### src/rtl/tmr_pkg.sv
`timescale 1ns/1ps
package tmr_pkg;
  // mode encoding: all-zero selects input capture, anything else compare
  localparam logic [1:0] MODE_CAPTURE = 2'b00;

  // byte offsets inside one channel's three-byte window
  typedef enum logic [1:0] {
    SEL_CTRL = 2'd0,
    SEL_HI   = 2'd1,
    SEL_LO   = 2'd2
  } sel_e;

  localparam int unsigned SLOTS_PER_CH = 3;

  function automatic logic mode_is_capture(input logic [1:0] m);
    return m == MODE_CAPTURE;
  endfunction
endpackage

### src/rtl/tmr_rst_sync.sv
`timescale 1ns/1ps
module tmr_rst_sync #(
  parameter int STAGES = 2
) (
  input  logic clk,
  input  logic rst_n,
  output logic srst_n
);
  logic [STAGES-1:0] sync_q;
  logic [STAGES-1:0] sync_d;

  always_comb begin
    sync_d = {sync_q[STAGES-2:0], 1'b1};
  end

  always_ff @(posedge clk or negedge rst_n) begin
    if (!rst_n) sync_q <= '0;
    else        sync_q <= sync_d;
  end

  assign srst_n = sync_q[STAGES-1];
endmodule

### src/rtl/tmr_counter.sv
`timescale 1ns/1ps
module tmr_counter #(
  parameter int CW = 16
) (
  input  logic          clk,
  input  logic          srst_n,
  input  logic          cnt_en,
  output logic [CW-1:0] cnt
);
  logic [CW-1:0] cnt_q;
  logic [CW-1:0] cnt_d;

  always_comb begin
    cnt_d = cnt_q;
    if (cnt_en) cnt_d = cnt_q + 1'b1;   // natural wrap at all-ones
  end

  always_ff @(posedge clk or negedge srst_n) begin
    if (!srst_n) cnt_q <= '0;
    else         cnt_q <= cnt_d;
  end

  assign cnt = cnt_q;
endmodule

### src/rtl/tmr_chan.sv
`timescale 1ns/1ps
module tmr_chan
  import tmr_pkg::*;
#(
  parameter int DW       = 8,
  parameter int SYNC_LEN = 2,
  localparam int CW      = 2 * DW
) (
  input  logic          clk,
  input  logic          srst_n,
  input  logic          cnt_en,
  input  logic [CW-1:0] cnt,
  input  logic          cap_in,
  input  logic          sel_ctrl,
  input  logic          sel_hi,
  input  logic          sel_lo,
  input  logic          bus_rd,
  input  logic          bus_wr,
  input  logic [DW-1:0] wdata,
  output logic [DW-1:0] ctrl_byte,
  output logic [CW-1:0] val_o,
  output logic          cap_hold_o,
  output logic          cmp_hold_o,
  output logic          cmp_out,
  output logic          flag
);
  localparam int FLAG_BIT = DW - 1;

  // synchroniser plus one history stage for edge detection
  logic [SYNC_LEN:0] sync_q;
  logic [SYNC_LEN:0] sync_d;
  logic [1:0]        mode_q, mode_d;
  logic              flag_q, flag_d;
  logic              out_q, out_d;
  logic              caphold_q, caphold_d;
  logic              cmphold_q, cmphold_d;
  logic [CW-1:0]     val_q, val_d;

  logic is_cap, rise, cap_evt, cmp_evt;
  logic wr_ctrl, wr_hi, wr_lo, rd_hi, rd_lo;

  always_comb begin
    wr_ctrl = bus_wr & sel_ctrl;
    wr_hi   = bus_wr & sel_hi;
    wr_lo   = bus_wr & sel_lo;
    rd_hi   = bus_rd & sel_hi;
    rd_lo   = bus_rd & sel_lo;
    is_cap  = mode_is_capture(mode_q);
    rise    = sync_q[SYNC_LEN-1] & ~sync_q[SYNC_LEN];
    cap_evt = rise & is_cap & ~caphold_q;
    cmp_evt = ~is_cap & ~cmphold_q & cnt_en & (cnt == val_q);
  end

  always_comb begin
    sync_d = {sync_q[SYNC_LEN-1:0], cap_in};

    mode_d = wr_ctrl ? wdata[1:0] : mode_q;

    caphold_d = caphold_q;
    if (wr_ctrl)              caphold_d = 1'b0;
    else if (is_cap && rd_hi) caphold_d = 1'b1;
    else if (rd_lo)           caphold_d = 1'b0;

    cmphold_d = cmphold_q;
    if (wr_ctrl)               cmphold_d = 1'b0;
    else if (!is_cap && wr_hi) cmphold_d = 1'b1;
    else if (wr_lo)            cmphold_d = 1'b0;

    val_d = val_q;
    if (wr_hi)   val_d[CW-1:DW] = wdata;
    if (wr_lo)   val_d[DW-1:0]  = wdata;
    if (cap_evt) val_d          = cnt;

    flag_d = flag_q;
    if (wr_ctrl && !wdata[FLAG_BIT]) flag_d = 1'b0;
    if (cap_evt || cmp_evt)          flag_d = 1'b1;   // set beats clear

    out_d = out_q ^ cmp_evt;
  end

  always_ff @(posedge clk or negedge srst_n) begin
    if (!srst_n) begin
      sync_q    <= '0;
      mode_q    <= MODE_CAPTURE;
      flag_q    <= 1'b0;
      out_q     <= 1'b0;
      caphold_q <= 1'b0;
      cmphold_q <= 1'b0;
    end else begin
      sync_q    <= sync_d;
      mode_q    <= mode_d;
      flag_q    <= flag_d;
      out_q     <= out_d;
      caphold_q <= caphold_d;
      cmphold_q <= cmphold_d;
    end
  end

  // value register deliberately carries no reset
  always_ff @(posedge clk) begin
    val_q <= val_d;
  end

  assign ctrl_byte  = {flag_q, {(DW-3){1'b0}}, mode_q};
  assign val_o      = val_q;
  assign cap_hold_o = caphold_q;
  assign cmp_hold_o = cmphold_q;
  assign cmp_out    = out_q;
  assign flag       = flag_q;
endmodule

### src/rtl/tmr_ccp_pair.sv
`timescale 1ns/1ps
module tmr_ccp_pair
  import tmr_pkg::*;
#(
  parameter int  NCH = 2,
  parameter int  DW  = 8,
  localparam int AW  = $clog2(SLOTS_PER_CH * NCH)
) (
  input  logic           clk,
  input  logic           rst_n,
  input  logic           cnt_en,
  input  logic [AW-1:0]  bus_addr,
  input  logic           bus_wr,
  input  logic           bus_rd,
  input  logic [DW-1:0]  bus_wdata,
  output logic [DW-1:0]  bus_rdata,
  input  logic [NCH-1:0] cap_in,
  output logic [NCH-1:0] cmp_out,
  output logic [NCH-1:0] chan_flag
);
  localparam int CW = 2 * DW;

  logic                     srst_n;
  logic [CW-1:0]            cnt;
  logic [NCH-1:0][DW-1:0]   ctrl_b;
  logic [NCH-1:0][CW-1:0]   val_w;
  logic [NCH-1:0]           cap_hold;
  logic [NCH-1:0]           cmp_hold;
  logic [NCH-1:0]           hit_ctrl, hit_hi, hit_lo;

  tmr_rst_sync #(.STAGES(2)) i_rst_sync (
    .clk    (clk),
    .rst_n  (rst_n),
    .srst_n (srst_n)
  );

  tmr_counter #(.CW(CW)) i_counter (
    .clk    (clk),
    .srst_n (srst_n),
    .cnt_en (cnt_en),
    .cnt    (cnt)
  );

  for (genvar c = 0; c < NCH; c++) begin : g_ch
    localparam logic [AW-1:0] BASE = AW'(SLOTS_PER_CH * c);

    assign hit_ctrl[c] = (bus_addr == BASE + AW'(SEL_CTRL));
    assign hit_hi[c]   = (bus_addr == BASE + AW'(SEL_HI));
    assign hit_lo[c]   = (bus_addr == BASE + AW'(SEL_LO));

    tmr_chan #(.DW(DW), .SYNC_LEN(2)) i_chan (
      .clk        (clk),
      .srst_n     (srst_n),
      .cnt_en     (cnt_en),
      .cnt        (cnt),
      .cap_in     (cap_in[c]),
      .sel_ctrl   (hit_ctrl[c]),
      .sel_hi     (hit_hi[c]),
      .sel_lo     (hit_lo[c]),
      .bus_rd     (bus_rd),
      .bus_wr     (bus_wr),
      .wdata      (bus_wdata),
      .ctrl_byte  (ctrl_b[c]),
      .val_o      (val_w[c]),
      .cap_hold_o (cap_hold[c]),
      .cmp_hold_o (cmp_hold[c]),
      .cmp_out    (cmp_out[c]),
      .flag       (chan_flag[c])
    );
  end

  always_comb begin
    bus_rdata = '0;
    for (int c = 0; c < NCH; c++) begin
      if (hit_ctrl[c]) bus_rdata = ctrl_b[c];
      if (hit_hi[c])   bus_rdata = val_w[c][CW-1:DW];
      if (hit_lo[c])   bus_rdata = val_w[c][DW-1:0];
    end
  end
endmodule

### config.mk
export PLATFORM = sky130hd
export DESIGN_NAME = tmr_ccp_pair
export DESIGN_NICKNAME = d
export VERILOG_FILES = /design/src/rtl/tmr_pkg.sv /design/src/rtl/tmr_rst_sync.sv /design/src/rtl/tmr_counter.sv /design/src/rtl/tmr_chan.sv /design/src/rtl/tmr_ccp_pair.sv
export SDC_FILE = /design/constraint.sdc
export NUM_CORES = 1
export LEC_CHECK = 0
export BUFFER_PORTS_ARGS = -buffer_cell sky130_fd_sc_hd__buf_2
export CAP_MARGIN = 20
export CORE_UTILIZATION = 33
export CTS_BUF_LIST = sky130_fd_sc_hd__clkbuf_8
export DETAILED_ROUTE_END_ITERATION = 10
export PLACE_DENSITY_LB_ADDON = 0.15
export SLEW_MARGIN = 20
export SYNTH_ARGS = -nofsm -noshare
export SYNTH_HDL_FRONTEND = slang
export SYNTH_SLANG_ARGS = --single-unit
### constraint.sdc
create_clock -name clk -period 1.94 [get_ports clk]
set_input_delay 0.097 -clock clk [delete_from_list [all_inputs] [get_ports clk]]
set_output_delay 0.097 -clock clk [all_outputs]
set_load 0.01 [all_outputs]
==> impl_metrics.csv, run 1 <==
group,metric,value,unit
drt,drtIter0Drc,135,
drt,vias,2671,
logic_synthesis,syn_area,0.00354,mm2
placed_design,dp_cells,525,
sta,finalSetupViolCount,0,
worst_setup_path,r2r_slack,190,ps
drt,ant_nets,0,
clocking,cts_sinks,68,
worst_setup_path,cp.depth,5,
sta,post-route-period-util,90.0,%
layout,stdcell_count,544,
placed_design,pre_cts_slack,201,ps
pwr,p_clk_share,31.5,%
floorplan,dieArea,0.0111,mm2
drt,routed_wl,9840,um
drt,avgRoutedWirePerCell,18.1,um
worst_setup_path,crit_path_top_delay_cell,"dfrtp_1",
placed_design,gp_congestion,0.865,
pwr,p_int,2.78,mW
pwr,seq_power_share,48.6,%
logic_synthesis,synth_top_family_by_area,"simple AND/OR/NAND/NOR gates",
layout,drive_gt1_share,18.9,%
logic_synthesis,synth-simple-area-share,19.5,%
worst_setup_path,worst_setup_path_end_kind,"flip-flop",
logic_synthesis,muxShareOfSynthArea,3.64,%
run,maxCapViolations,0,
clocking,hold_buffers,3,
clocking,numCtsBuffers,9,
logic_synthesis,synth_edf_count,32,
clocking,cts-root-buf,"clkbuf_8",
layout,area_growth_syn_to_layout,16.3,%
pwr,p_leak,1.76,nW
worst_setup_path,crit_path_max_fanout,7,
drt,drc,0,
sta,rsz0062_at_grt,"no",
logic_synthesis,ys_seq_area_share,52.6,%
worst_setup_path,cp.arrival,2010,ps
logic_synthesis,syn-num-nets,386,
floorplan,die_w,106,um
logic_synthesis,yosys.area_share.xor_xnor,12.1,%
logic_synthesis,ys_warn_count,0,
worst_setup_path,critPathKind,"reg2reg",
pwr,swShare,30.2,%
sta,max_freq,0.573,GHz
sta,layout_min_cycle_time,1750,ps
layout,layout_commonest_cell,"nand2_1",
layout,final_util,39.7,%
pwr,p_comb_share,19.9,%
sta,slew_viol_final,0,
logic_synthesis,synth_top_area_share,27.1,%
logic_synthesis,synth_compound_area_share,6.64,%
floorplan,initial_core_util,34.1,%
grt,antenna_found_initial,0,
worst_setup_path,cp_cell_sequence,"xor2_1, nor4_1, nand2_1, nor4_2, xor2_1",
outcome,outcome,"finished clean",
placed_design,port_buffers,29,
logic_synthesis,synth_cells,367,
logic_synthesis,avgSynthCellArea,9.65,um2
drt,wl_met1,4520,um
layout,diodes,0,
grt,grt_usage,19.0,%
clocking,cts_resized,0,
layout,final_cell_mix,"nand2_1, dfrtp_1, xnor2_1, edfxtp_1, buf_2",
drt,viasPerCell,4.91,
grt,gr-total-overflow,0,
logic_synthesis,ys_ff_latch,68,
placed_design,hpwl,7530,um
sta,finalWorstSetupSlack,194,ps
logic_synthesis,synth_ff_type,"dfrtp_1",
floorplan,core_area,0.0104,mm2
sta,hold_violations,0,
worst_setup_path,critPathBufInv,0,
logic_synthesis,yosysTopAreaCell,"edfxtp_1",
logic_synthesis,synthArstFlopShare,52.9,%
clocking,cts_setup_buffers,0,
drt,topRoutingLayerUsed,"met4",
pwr,power.switching,1.21,mW
clocking,cts_max_level,3,
worst_setup_path,r2r-end,"g_ch[1].i_chan.cmp_out",
worst_setup_path,crit_top_cell,"xor2_1",
pwr,ir_drop,0.000402,V
min_path,min_path_type,"in2async",
worst_setup_path,crit_end,"g_ch[1].i_chan.cmp_out",
floorplan,row_count,37,
floorplan,io_pins,30,
logic_synthesis,synthAdderAreaFrac,0.353,%
sta,setup_tns,0,ps
clocking,clkSlewWorstSetupHoldPaths,80,ps
clocking,clk_latency,350,ps
drt,route.met3.wl,385,um
pwr,powerDensity,969,mW/mm2
layout,fin_nets,422,
worst_setup_path,r2r_start,"i_counter.cnt[0]",
drt,dr_wl_met2,4710,um
clocking,cts_tree,"built",
worst_setup_path,cpPeakStageDelay,490,ps
clocking,clock_path_buffers,2,
worst_setup_path,crit_family,"simple AND/OR/NAND/NOR gates",
floorplan,die-height,106,um
drt,drtPass1Iterations,4,
grt,grt_max_degree,21,
worst_setup_path,crit_start,"i_counter.cnt[0]",
worst_setup_path,worstRegToRegCells,5,
worst_setup_path,startpoint_type,"flip-flop",
worst_setup_path,worst_ep_required_time,2210,ps
grt,grt_pass1_vias,2756,
grt,grt_first_pass_wirelength,15600,um
sta,skew,5.38,ps
logic_synthesis,synthTopCellsByArea,"edfxtp_1, dfrtp_1, nand2_1",
logic_synthesis,ys_types,35,
sta,whs,55.0,ps
flip-flops by register name (all words and copies together), names as in the netlist:
name	count
i_counter.cnt	16
g_ch.i_chan.cmp_out	2
g_ch.i_chan.flag	2
g_ch.i_chan.val_o	32
g_ch.i_chan.cap_hold_o	2
g_ch.i_chan.cmp_hold_o	2
g_ch.i_chan.mode_q	4
i_rst_sync.sync_q	2
g_ch.i_chan.sync_q	6
logic make-up after synthesis:
logic type | count (synthesis)
AND/OR/NAND/NOR | 159
flip-flops | 68
XOR/XNOR | 49
AO/OA/AOI/OAI | 43
buffers and inverters | 35
multiplexers | 11
adder cells (fa/ha/maj) | 1
other | 1
power by group through the flow:
stage / Combinational, mW / Clock, mW / Sequential [mW]
final: 0.796 / 1.26 / 1.94
after global routing: 0.883 / 1.35 / 1.97
after CTS: 0.804 / 1.28 / 1.94
after detailed placement: 0.797 / 0 / 1.97
after global placement: 0.795 / 0 / 1.96
after floorplan: 0.704 / 0 / 1.81
layout make-up:
| type | instances | area, um2 |
|---|---|---|
| timing repair buffer | 58 | 370 |
| multi-input combinational | 264 | 1500 |
| sequential | 68 | 1860 |
| clock buffer | 9 | 124 |
| fill | 1056 | 6250 |
| tap | 136 | 170 |
| inverter | 2 | 7.51 |
| clock inverter | 7 | 83.8 |
through the flow:
step / cell area [um2] / power (mW)
after global placement: 3880 / 2.76
after floorplan: 3540 / 2.51
after global routing: 4120 / 4.20
after CTS: 4120 / 4.03
after detailed placement: 3880 / 2.77
final: 4120 / 3.99
cells in the mapped netlist, drive strengths merged (5+ instances only):
| cell | instances |
|---|---|
| xnor2 | 32 |
| nand4 | 9 |
| mux2i | 5 |
| clkbuf | 14 |
| edfxtp | 32 |
| a21oi | 19 |
| nand2 | 101 |
| nor2 | 19 |
| o21ai | 17 |
| nand3 | 10 |
| buf | 19 |
| xor2 | 17 |
| mux2 | 5 |
| dfrtp | 36 |
metal layers:
layer  up-vias  track usage (%)
met4         0             8.33
met5         -                0
met1      1287             25.8
met3        18             3.90
li1       1292                -
met2        74             29.4
how the worst min path moves through the flow:
| stage | to | slack, ps |
|---|---|---|
| after floorplan | i_rst_sync.sync_q[0] | -200 |
| after global placement | i_rst_sync.sync_q[0] | -120 |
| after detailed placement | i_rst_sync.sync_q[0] | -110 |
| after CTS | i_rst_sync.sync_q[0] | 40 |
| after global routing | i_rst_sync.sync_q[0] | 30 |
| final | i_rst_sync.sync_q[0] | 50 |
(Power assumes the default switching activity.)
==> run 2: changes to the inputs <==
CORE_MARGIN = 2   (was default)
==> impl_metrics.csv, run 2 (synthesis gave the netlist of run 1 again) <==
group,metric,value,unit
floorplan,dieArea,0.0116,mm2
clocking,cts-root-buf,"clkbuf_8",
grt,gr-total-overflow,0,
drt,drtPass1Iterations,4,
worst_setup_path,worst_setup_path_end_kind,"flip-flop",
worst_setup_path,cpPeakStageDelay,500,ps
sta,hold_violations,0,
floorplan,die-height,108,um
outcome,outcome,"finished clean",
grt,grt_pass1_vias,2630,
sta,max_freq,0.573,GHz
clocking,cts_tree,"built",
sta,finalSetupViolCount,0,
placed_design,port_buffers,29,
placed_design,dpl_cell_area,0.00387,mm2
clocking,cts_resized,0,
sta,post-route-period-util,89.9,%
sta,slew_viol_final,0,
worst_setup_path,r2r_start,"i_counter.cnt[1]",
clocking,numCtsBuffers,9,
worst_setup_path,crit_path_top_delay_cell,"dfrtp_1",
grt,grt_usage,17.4,%
layout,layout_commonest_cell,"nand2_1",
worst_setup_path,startpoint_type,"flip-flop",
grt,grt_first_pass_wirelength,14800,um
drt,routed_wl,9370,um
run,maxCapViolations,0,
layout,area_growth_syn_to_layout,15.1,%
placed_design,hpwl,7110,um
clocking,cts_setup_buffers,0,
drt,viasPerCell,4.90,
pwr,powerDensity,931,mW/mm2
floorplan,row_count,37,
worst_setup_path,critPathKind,"reg2reg",
pwr,p_comb_share,20.4,%
sta,layout_min_cycle_time,1740,ps
min_path,min_path_type,"reg2async",
clocking,clkSlewWorstSetupHoldPaths,70,ps
drt,avgRoutedWirePerCell,17.3,um
placed_design,gp_congestion,0.829,
pwr,p_leak,1.74,nW
clocking,clock_path_buffers,2,
pwr,power.switching,1.17,mW
layout,final_area,0.00408,mm2
worst_setup_path,cp_cell_sequence,"ha_1, nand3_1, or2_2, nor2_1, nand4_1, xnor2_1",
clocking,cts_sinks,68,
pwr,swShare,30.9,%
drt,drtIter0Drc,142,
floorplan,die_w,108,um
floorplan,io_pins,30,
layout,fin_nets,420,
grt,antenna_found_initial,0,
drt,vias,2657,
drt,ant_nets,0,
layout,final_cell_mix,"nand2_1, dfrtp_1, xnor2_1, edfxtp_1, buf_2",
floorplan,core_area,0.0104,mm2
sta,skew,9.07,ps
layout,diodes,0,
pwr,seq_power_share,51.0,%
worst_setup_path,cp.arrival,1980,ps
drt,drc,0,
grt,grt_max_degree,33,
floorplan,initial_core_util,34.1,%
layout,largest_register_ffs,32,
clocking,cts_max_level,3,
sta,rsz0062_at_grt,"no",
worst_setup_path,crit_start,"i_counter.cnt[1]",
layout,drive_gt1_share,18.2,%
worst_setup_path,crit_path_max_fanout,7,
pwr,p_clk_share,28.6,%
worst_setup_path,worst_ep_required_time,2170,ps
pwr,ir_drop,0.000456,V
pwr,p_int,2.62,mW
clocking,clk_latency,350,ps
sta,setup_tns,0,ps
## run 2: cell count changes in the layout (fill, tap and decap cells not counted)
| cell | before | now |
|---|---|---|
| clkinv_1 | 1 | 3 |
| clkbuf_8 | 9 | 12 |
| inv_1 | 4 | 3 |
| clkinvlp_4 | 1 | 0 |
| bufinv_16 | 2 | 0 |
| clkinv_2 | 1 | 0 |
| buf_4 | 26 | 24 |
## run 2: routing by layer
metal	track usage [%]	wire length, um
met1	24.9	4420
met2	25.9	4210
met3	2.91	500
met4	7.78	235
met5	0	0
## run 2: through the flow
step	setup WS, ps	instances	power, mW	util [%]	hold WS, ps
6_report	196	542	3.80	39.3	34.9
4_1_cts	202	542	3.83	39.3	37.8
2_1_floorplan	142	367	2.51	-	-199
5_1_grt	30.0	542	3.99	39.3	50.2
3_5_place_dp	225	523	2.74	37.3	-114
3_3_place_gp	267	523	2.73	37.3	-118
## run 2: worst max-delay path, delay by kind of cell, from the launching register on
kind / cells / cell delay (ps)
adder cells (fa/ha/maj): 1 / 260
XOR/XNOR: 1 / 160
flip-flops: 1 / 500
AND/OR/NAND/NOR: 4 / 720
## run 2: timing repair
item                       4_1_cts  5_1_grt
hold buffers                     3        0
hold endpoints to repair         4        0
setup endpoints to repair        0        0
## run 2: final timing paths
path                            cells past startpoint  slack [ps]                        end
worst max-delay path                                6         200          i_counter.cnt[14]
worst min-delay path                                0          30   g_ch[0].i_chan.sync_q[0]
worst max register to register                      6         200          i_counter.cnt[14]
worst min register to register                      0          30   g_ch[0].i_chan.sync_q[0]
max in group asynchronous                           1        1260  g_ch[0].i_chan.cap_hold_o
min in group clk                                    3          50  g_ch[1].i_chan.cap_hold_o
## run 2: power by group through the flow
stage	Sequential [mW]	Combinational, mW	Clock [mW]
5_1_grt	1.97	0.863	1.16
3_3_place_gp	1.95	0.780	0
6_report	1.94	0.775	1.09
3_5_place_dp	1.96	0.775	0
2_1_floorplan	1.81	0.704	0
4_1_cts	1.93	0.783	1.11
## run 2: cell type report
| cell class | instances | area (um2) |
|---|---|---|
| inverters | 2 | 7.51 |
| clock inverters | 4 | 15.0 |
| multi-input cells | 264 | 1500 |
| clock buffers | 12 | 165 |
| flip-flops and latches | 68 | 1860 |
| repair buffers | 56 | 355 |
| well taps | 136 | 170 |
| fillers | 1059 | 6290 |
==> run 3: changes to the inputs <==
--- a/config.mk
+++ b/config.mk
@@ -8,3 +8,2 @@
 export BUFFER_PORTS_ARGS = -buffer_cell sky130_fd_sc_hd__buf_2
-export CAP_MARGIN = 20
 export CORE_MARGIN = 2
==> constraint.sdc (replaced) <==
create_clock -name clk -period 1.94 [get_ports clk]
set_input_delay 0.388 -clock clk [delete_from_list [all_inputs] [get_ports clk]]
set_output_delay 0.388 -clock clk [all_outputs]
set_load 0.01 [all_outputs]
==> impl_metrics.csv, run 3 (synthesis gave the netlist of run 1 again) <==
group,metric,value,unit
grt,busiest_layer,"met2",
drt,ant_nets,0,
layout,stdcell_count,546,
worst_setup_path,crit_start,"g_ch[1].i_chan.flag",
placed_design,hpwl,7170,um
layout,drive_gt1_share,20.7,%
layout,diodes,0,
clocking,cts_sinks,68,
layout,multiInputGateArea,0.00152,mm2
drt,routed_wl,9240,um
worst_setup_path,startpoint_type,"flip-flop",
worst_setup_path,cp.arrival,1510,ps
grt,met3_usage,3.51,%
clocking,clock_path_buffers,2,
floorplan,die_w,108,um
worst_setup_path,crit_path_max_fanout,3,
sta,post-route-period-util,97.9,%
drt,avgRoutedWirePerCell,16.9,um
grt,grt_usage,17.8,%
min_path,hp-start,"cap_in[0]",
pwr,p_leak,1.77,nW
placed_design,dp_cells,524,
sta,skew,12.9,ps
grt,grt_pass1_vias,2723,
pwr,powerDensity,975,mW/mm2
grt,grt_max_degree,35,
layout,largest_register_ffs,32,
sta,max_freq,0.526,GHz
outcome,outcome,"finished clean",
worst_setup_path,worst_ep_required_time,1550,ps
sta,rsz0062_at_grt,"yes",
grt,grtUsageMet2,27.0,%
sta,setup_tns,0,ps
sta,tightest_slew,597,ps
grt,antenna_found_initial,0,
clocking,cts-root-buf,"clkbuf_8",
sta,slew_viol_final,0,
run,maxCapViolations,0,
sta,slew_headroom,60.2,%
clocking,clkSlewWorstSetupHoldPaths,80,ps
floorplan,row_count,37,
floorplan,core_area,0.0104,mm2
floorplan,dieArea,0.0116,mm2
layout,final_util,40.0,%
pwr,power.total,4.05,mW
clocking,numCtsBuffers,9,
drt,vias,2625,
clocking,cts_max_level,3,
layout,fin_nets,424,
placed_design,dpl_cell_area,0.00388,mm2
sta,hold_violations,0,
min_path,min_path_type,"in2reg",
clocking,cts_tree,"built",
floorplan,initial_core_util,34.1,%
layout,layout_commonest_cell,"nand2_1",
sta,finalSetupViolCount,0,
layout,area_growth_syn_to_layout,17.2,%
placed_design,port_buffers,29,
floorplan,die-height,108,um
sta,finalWorstSetupSlack,40.5,ps
pwr,ir_drop,0.000417,V
placed_design,pre_cts_slack,27.9,ps
worst_setup_path,worst_setup_path_end_kind,"primary output",
worst_setup_path,critPathKind,"reg2out",
clocking,clk_latency,350,ps
floorplan,io_pins,30,
grt,grt.met1_usage,25.2,%
drt,drtPass1Iterations,4,
layout,final_area,0.00415,mm2
sta,whs,146,ps
grt,gr-total-overflow,0,
drt,viasPerCell,4.81,
drt,drtIter0Drc,175,
grt,grt_first_pass_wirelength,15200,um
worst_setup_path,r2r_start,"g_ch[1].i_chan.val_o[7]",
layout,final_cell_mix,"nand2_1, dfrtp_1, xnor2_1, edfxtp_1, buf_4",
layout,regArea,0.00186,mm2
placed_design,gp_congestion,0.818,
layout,num-fill-cells,1068,
drt,drc,0,
sta,layout_min_cycle_time,1900,ps
run 3: cell types whose count changed in the layout (fill, tap and decap cells not counted), moves of 2 or more:
| cell | before | now |
|---|---|---|
| dlygate4sd3_1 | 3 | 1 |
| bufinv_16 | 0 | 2 |
| a21oi_1 | 19 | 16 |
| o21ai_1 | 0 | 5 |
| clkbuf_8 | 12 | 9 |
| buf_4 | 24 | 30 |
| o21ai_0 | 17 | 12 |
| a21oi_2 | 0 | 3 |
run 3: cell type report:
| type | count | share of cell area (%) |
|---|---|---|
| clock buffers | 9 | 2.98 |
| flip-flops and latches | 68 | 44.9 |
| well taps | 136 | 4.10 |
| repair buffers | 60 | 9.23 |
| clock inverters | 7 | 2.02 |
| multi-input cells | 264 | 36.6 |
| inverters | 2 | 0.181 |
run 3: timing repair:
action,in CTS,in global routing
setup endpoints to repair,1,8
hold endpoints to repair,2,0
gates resized for setup,0,8
pin swaps,1,6
setup buffers,2,3
hold buffers,1,0
run 3: metal layers:
layer / part of all wire [%] / wire (um) / vias to the layer above
li1: - / - / 1299
met1: 49 / 4530 / 1270
met2: 47 / 4300 / 50
met3: 3.3 / 301 / 6
met4: 1.1 / 104 / 0
met5: 0 / 0 / -
run 3: final timing paths:
| kind | endpoint | cells past startpoint | slack, ps |
|---|---|---|---|
| setup / recovery | bus_rdata[7] | 4 | 40 |
| hold / removal | g_ch[0].i_chan.sync_q[0] | 1 | 150 |
| setup reg to reg | g_ch[1].i_chan.cmp_out | 5 | 160 |
| hold reg to reg | g_ch[0].i_chan.cap_hold_o | 1 | 280 |
| max in group asynchronous | g_ch[1].i_chan.cmp_out | 1 | 1340 |
| min in group asynchronous | g_ch[0].i_chan.cap_hold_o | 1 | 280 |
run 3: worst max-delay path, stage by stage (launching register included):
cell and delay (ps):
dfrtp_1 420, mux4_2 480, nand2_1 70, o21ai_1 60
buf_2 140
run 3: power breakdown:
group          internal (mW)  leakage, nW  total, mW  switching [mW]
Combinational          0.413        0.915      0.873           0.460
Sequential              1.70        0.745       1.93           0.225
Clock                  0.708        0.111       1.24           0.536
Total                   2.83         1.77       4.05            1.22
